--- config.mk ---
export PLATFORM = sky130hd
export DESIGN_NAME = sleep_residency_ctr
export DESIGN_NICKNAME = d
export VERILOG_FILES = /design/src/rtl/srcnt_pkg.sv /design/src/rtl/srcnt_mode_reg.sv /design/src/rtl/srcnt_counter.sv /design/src/rtl/srcnt_rdmux.sv /design/src/rtl/sleep_residency_ctr.sv
export SDC_FILE = /design/constraint.sdc
export NUM_CORES = 1
export LEC_CHECK = 0
export ABC_AREA = 1
export BUFFER_PORTS_ARGS = -buffer_cell sky130_fd_sc_hd__clkbuf_2
export CAP_MARGIN = 10
export CORE_MARGIN = 5
export CORE_UTILIZATION = 43
export CTS_BUF_LIST = sky130_fd_sc_hd__clkbuf_2
export CTS_CLUSTER_DIAMETER = 100
export DETAILED_ROUTE_END_ITERATION = 6
export PLACE_DENSITY = 0.81
export SETUP_SLACK_MARGIN = 0.15
export SLEW_MARGIN = 20
export SYNTH_ARGS = -nofsm -noshare
export SYNTH_HDL_FRONTEND = slang
export SYNTH_SLANG_ARGS = --single-unit
--- constraint.sdc ---
create_clock -name clk -period 2 [get_ports clk]
set_clock_uncertainty 0.15 [all_clocks]
set_input_delay 0.1 -clock clk [delete_from_list [all_inputs] [get_ports clk]]
set_output_delay 0.1 -clock clk [all_outputs]
set_load 0.03 [all_outputs]
--- src/rtl/srcnt_pkg.sv ---
// Package: shared constants and types for the sleep residency counter.
// Assumes a 32-bit register word with the mode bit at its top position.
package srcnt_pkg;
    localparam int REG_W    = 32;
    localparam int MODE_POS = REG_W - 1;

    // Behaviour of the count on a sleep-entry register read
    typedef enum logic {
        MODE_CLEAR_ON_ENTRY = 1'b0,
        MODE_KEEP_ON_ENTRY  = 1'b1
    } res_mode_e;
endpackage

--- src/rtl/srcnt_mode_reg.sv ---
// Module: holds the residency mode bit.
// Loads the bit from the write port when the write strobe is high.
// Assumes software sets it once at initialization, though any write is honoured.
module srcnt_mode_reg
    import srcnt_pkg::*;
(
    input  logic      clk,
    input  logic      rst_n,
    input  logic      wr_en,
    input  logic      wr_bit,
    output res_mode_e mode_o
);
    // Mode storage with synchronous reset to clear-on-entry
    always_ff @(posedge clk) begin
        if (!rst_n) begin
            mode_o <= MODE_CLEAR_ON_ENTRY;
        end else if (wr_en) begin
            mode_o <= res_mode_e'(wr_bit);
        end
    end
endmodule

--- src/rtl/srcnt_counter.sv ---
// Module: the wrapping residency count.
// Counts timer ticks taken while asleep. A clear request has priority over a tick.
// Assumes tick_en is a single-cycle enable from the shared timer.
module srcnt_counter #(
    parameter int CNT_W = 24
) (
    input  logic             clk,
    input  logic             rst_n,
    input  logic             tick_en,
    input  logic             asleep,
    input  logic             clr,
    output logic [CNT_W-1:0] cnt_o
);
    logic [CNT_W-1:0] cnt_q;
    logic [CNT_W-1:0] cnt_d;

    // Next count: clear first, then step on a qualified tick (wraps naturally)
    always_comb begin
        cnt_d = cnt_q;
        if (clr) begin
            cnt_d = '0;
        end else if (tick_en && asleep) begin
            cnt_d = cnt_q + 1'b1;
        end
    end

    // Count register, emptied only by hardware reset or the clear request
    always_ff @(posedge clk) begin
        if (!rst_n) begin
            cnt_q <= '0;
        end else begin
            cnt_q <= cnt_d;
        end
    end

    assign cnt_o = cnt_q;
endmodule

--- src/rtl/srcnt_rdmux.sv ---
// Module: assembles the 32-bit read word from the mode bit and the count.
// Reserved bits between them are tied to zero.
// Assumes CNT_W is below the mode bit position.
module srcnt_rdmux
    import srcnt_pkg::*;
#(
    parameter int CNT_W = 24
) (
    input  res_mode_e        mode_i,
    input  logic [CNT_W-1:0] cnt_i,
    output logic [REG_W-1:0] rdata_o
);
    localparam int RSV_W = MODE_POS - CNT_W;

    // Count field and mode bit placement
    always_comb begin
        rdata_o[CNT_W-1:0] = cnt_i;
        rdata_o[MODE_POS]  = logic'(mode_i);
    end

    // Reserved field exists only when the count leaves a gap below the mode bit
    generate
        if (RSV_W > 0) begin : g_rsv
            always_comb rdata_o[MODE_POS-1:CNT_W] = '0;
        end
    endgenerate
endmodule

--- src/rtl/sleep_residency_ctr.sv ---
// Module: top of the deep sleep residency counter.
// Joins the mode register, the count and the read assembly.
// An entry-register read clears the count only in clear-on-entry mode.
// Assumes all inputs are synchronous to clk.
module sleep_residency_ctr
    import srcnt_pkg::*;
#(
    parameter int CNT_W = 24
) (
    input  logic        clk,
    input  logic        rst_n,
    input  logic        tick_en,
    input  logic        cpu_stop_n,
    input  logic        entry_rd,
    input  logic        reg_wr_en,
    input  logic [31:0] reg_wdata,
    output logic [31:0] reg_rdata
);
    res_mode_e        mode;
    logic [CNT_W-1:0] cnt;
    logic             clr_req;
    logic             asleep;
    logic             unused_wdata;

    // Only the mode bit of the write word is meaningful
    assign unused_wdata = ^reg_wdata[MODE_POS-1:0];

    // Sleep qualifier and mode-dependent clear request
    always_comb begin
        asleep  = !cpu_stop_n;
        clr_req = entry_rd && (mode == MODE_CLEAR_ON_ENTRY);
    end

    srcnt_mode_reg i_mode (
        .clk    (clk),
        .rst_n  (rst_n),
        .wr_en  (reg_wr_en),
        .wr_bit (reg_wdata[MODE_POS]),
        .mode_o (mode)
    );

    srcnt_counter #(.CNT_W(CNT_W)) i_cnt (
        .clk     (clk),
        .rst_n   (rst_n),
        .tick_en (tick_en),
        .asleep  (asleep),
        .clr     (clr_req),
        .cnt_o   (cnt)
    );

    srcnt_rdmux #(.CNT_W(CNT_W)) i_rd (
        .mode_i  (mode),
        .cnt_i   (cnt),
        .rdata_o (reg_rdata)
    );
endmodule

==> impl_results.md <==
* Clock network power share at 25.8%
* N_diodes at 0
* Gr usage total at 15.5%
* #FFs+latches synth at 25
* CP Data Arrival Time at 1.81 ns
* Combinational Power Share at 9.4%
* RSZ-0062 raised after global routing: no
* H-tree levels at 1
* Footprint of the multi-input gates at 734 um2
* Post-CTS Resized at 0
* Final setup TNS at 0 ns
* CP Class: flop to flop
* Switching share of power at 25.8%
* Reg2reg end: i_cnt.cnt_o[16]
* Vias in the first global route at 1294
* Mapped cell area at 1400 um2
* DIE AREA at 4490 um2
* Syn Area/Cell at 6.39 um2
* Commonest non-fill, non-tap cell in the layout: nand2_1
* Library cells used by synthesis at 23
* Wire length per cell at 10.3 um
* Final setup vio count at 0
* Detailed Route WL at 3080 um
* Total number of vias at 1400
* Number of DRC markers in iteration 0 at 66
* Max Cap Viol at 0
* R2R setup slack at 0.34 ns
* Final setup margin at 0.340 ns
* Largest net degree at the start of global routing at 21
* Register area share after synthesis at 35.8%
* Clk pin slew, worst setup/hold paths at 0.24 ns
* Remaining DRCs at 0
* Dominant register cell in the synthesized netlist: dfxtp_1
* Area delta synth->final at 16.4%
* Peak Freq at 0.602 GHz
* Post-route ant nets at 0
* Setup crit start kind: flop
* Int Pwr at 0.578 mW
* First-pass GRT wire length at 5440 um
* WHS Path Cells at 5
* Max stage delay cell, worst path: dfxtp_1
* Initial Utilization at 45.4%
* Fin nets at 296
* P_leak at 0.671 nW
* Bufs on Longest Clock Path at 2
* Share of layout cells above drive strength 1 at 18.4%
* Critical Path RT at 2.14 ns
* Cts bufs inserted at 3
* Worst path bufs/invs at 1
* Hold WC Path Type: input pin to flop
* Fin crit period at 1.66 ns
* Delay-heaviest family, CP: simple AND/OR/NAND/NOR gates
* Worst path most repeated cell: nand2_1
* Reg-to-reg startpoint: i_cnt.cnt_o[0]
* Cells after Synth at 219
* Outcome: finished, final reports clean
* Port Buffer Count at 31
* Sink Count at 25
* Storage cell area at 500 um2
* Hold wc startpoint: entry_rd
* Routed vias/inst at 4.67
* Final period util at 83.0%
* Worst-Skew Late Latency at 0.35 ns
* Row count at 20
* Max Slew Vio Count at 0
* Critical Path, Cell by Cell: ha_1 -> inv_1 -> nor2_2 -> nand2_2 -> nor2_4 -> nand3_2 -> nand2_1 -> nand2_1 -> nor2_1
* CP max stage delay at 0.47 ns
* Psw at 0.201 mW
* Peak VDD IR at 269 uV
* Core Box Area at 3080 um2
* Post-CTS setup buffer count at 0
* Post-synth EDFFs at 0
* Leading cell types in the layout, fill and taps excluded: nand2_1, nor2_1, clkbuf_2
* Ys async rst share at 0%
* Depth of the most critical reg-to-reg path at 9
* HPWL after DPL at 2380 um
* TritonCTS clock tree: done
* Initial antenna violation count at 0
* Final hold violations at 0
* Total gr overflow at 0
* Warnings from Yosys at 0
* Gp weighted congestion at 0.795
* IO Pins at 70
* Pre-CTS setup slack at 0.417 ns
* Crit path capture type: flop
* Initial DRT Pass Iterations at 4
* Flop pwr share at 64.7%
* Clk root buf: clkbuf_2
* Die Ht at 67.0 um
* Crit-path max FO at 6
* Die Width at 67.0 um
* # fillers at 328
* Worst hold path endpoint: i_cnt.cnt_o[8]
* PwrDens at 478 nW/um2
==> stage by stage <==
stage / std cells / power [mW] / util [%] / cell area, um2 / hold slack [ns]
2_1_floorplan: 225 / 0.578 / - / 1420 / 0.0850
3_3_place_gp: 291 / 0.577 / 50.6 / 1560 / 0.178
3_5_place_dp: 291 / 0.578 / 50.6 / 1560 / 0.181
4_1_cts: 300 / 0.788 / 52.9 / 1630 / 0.0370
5_1_grt: 300 / 0.820 / 52.9 / 1630 / 0.0221
6_report: 300 / 0.778 / 52.9 / 1630 / 0.0387
==> per-layer routing <==
layer	part of all wire [%]	vias to the layer above	wire length [um]	track usage [%]
met5	0	-	0	0
met4	1.7	0	53	7.09
met3	6.2	5	192	1.85
met2	46	47	1410	24.8
met1	46	611	1430	20.4
li1	-	737	-	-
==> area by class of cell <==
type / count / share of cell area (%)
Multi-Input combinational cell: 162 / 45.1
Sequential cell: 25 / 30.7
Timing Repair Buffer: 37 / 13.1
Inverter: 28 / 6.46
Tap cell: 44 / 3.38
Clock buffer: 4 / 1.23
==> tightest hold or removal path: cells and delay by family <==
kind | cells | cell delay (ns)
buffers and inverters | 2 | 0.27
AND/OR/NAND/NOR | 2 | 0.11
AO/OA/AOI/OAI | 1 | 0.05
==> power by group through the flow <==
stage          clock [mW]  sequential, mW  combinational, mW
3_3_place_gp            0           0.513             0.0636
4_1_cts             0.211           0.504             0.0729
3_5_place_dp            0           0.513             0.0652
6_report            0.201           0.504             0.0734
2_1_floorplan           0           0.515             0.0624
5_1_grt             0.233           0.505             0.0815
==> registers in the layout (all words and copies together) (netlist names) <==
name and count:
i_mode.mode_o 1, i_cnt.cnt_o 24
==> cell families (layout without fill, tap and decap cells) <==
logic type	count (synthesis)	in the layout	share of synthesized area (%)
AND/OR/NAND/NOR	133	133	41.5
buffers and inverters	38	69	13.3
flip-flops	25	25	35.8
AO/OA/AOI/OAI	20	20	7.60
adder cells (fa/ha/maj)	1	1	0.894
other	1	7	0.268
XOR/XNOR	1	1	0.626
==> how the worst max path moves through the flow <==
stage / from / endpoint / cells after the start
2_1_floorplan: i_cnt.cnt_o[0] / i_cnt.cnt_o[16] / 8
3_3_place_gp: i_cnt.cnt_o[0] / i_cnt.cnt_o[16] / 8
3_5_place_dp: i_cnt.cnt_o[0] / i_cnt.cnt_o[16] / 8
4_1_cts: i_cnt.cnt_o[0] / i_cnt.cnt_o[16] / 9
5_1_grt: i_cnt.cnt_o[0] / i_cnt.cnt_o[16] / 9
6_report: i_cnt.cnt_o[0] / i_cnt.cnt_o[16] / 9
==> synthesized netlist by cell type (2+ instances only) <==
library cell	number	area share [%]
nor3_1	3	1.1
nand2_2	2	0.89
nor2_2	3	1.3
o21ai_0	7	2.5
buf_4	9	4.8
nand2_1	52	14
nand3_1	18	6.4
inv_1	27	7.2
a21oi_1	10	3.6
nor2_4	4	3.2
dfxtp_1	25	36
nor2_1	48	13
==> repair_timing <==
item / in CTS / in global routing
endpoints found under the setup margin: 0 / 0
hold buffers: 5 / 0
endpoints found under the hold margin: 6 / 0
Power figures use the tool's default switching activity.
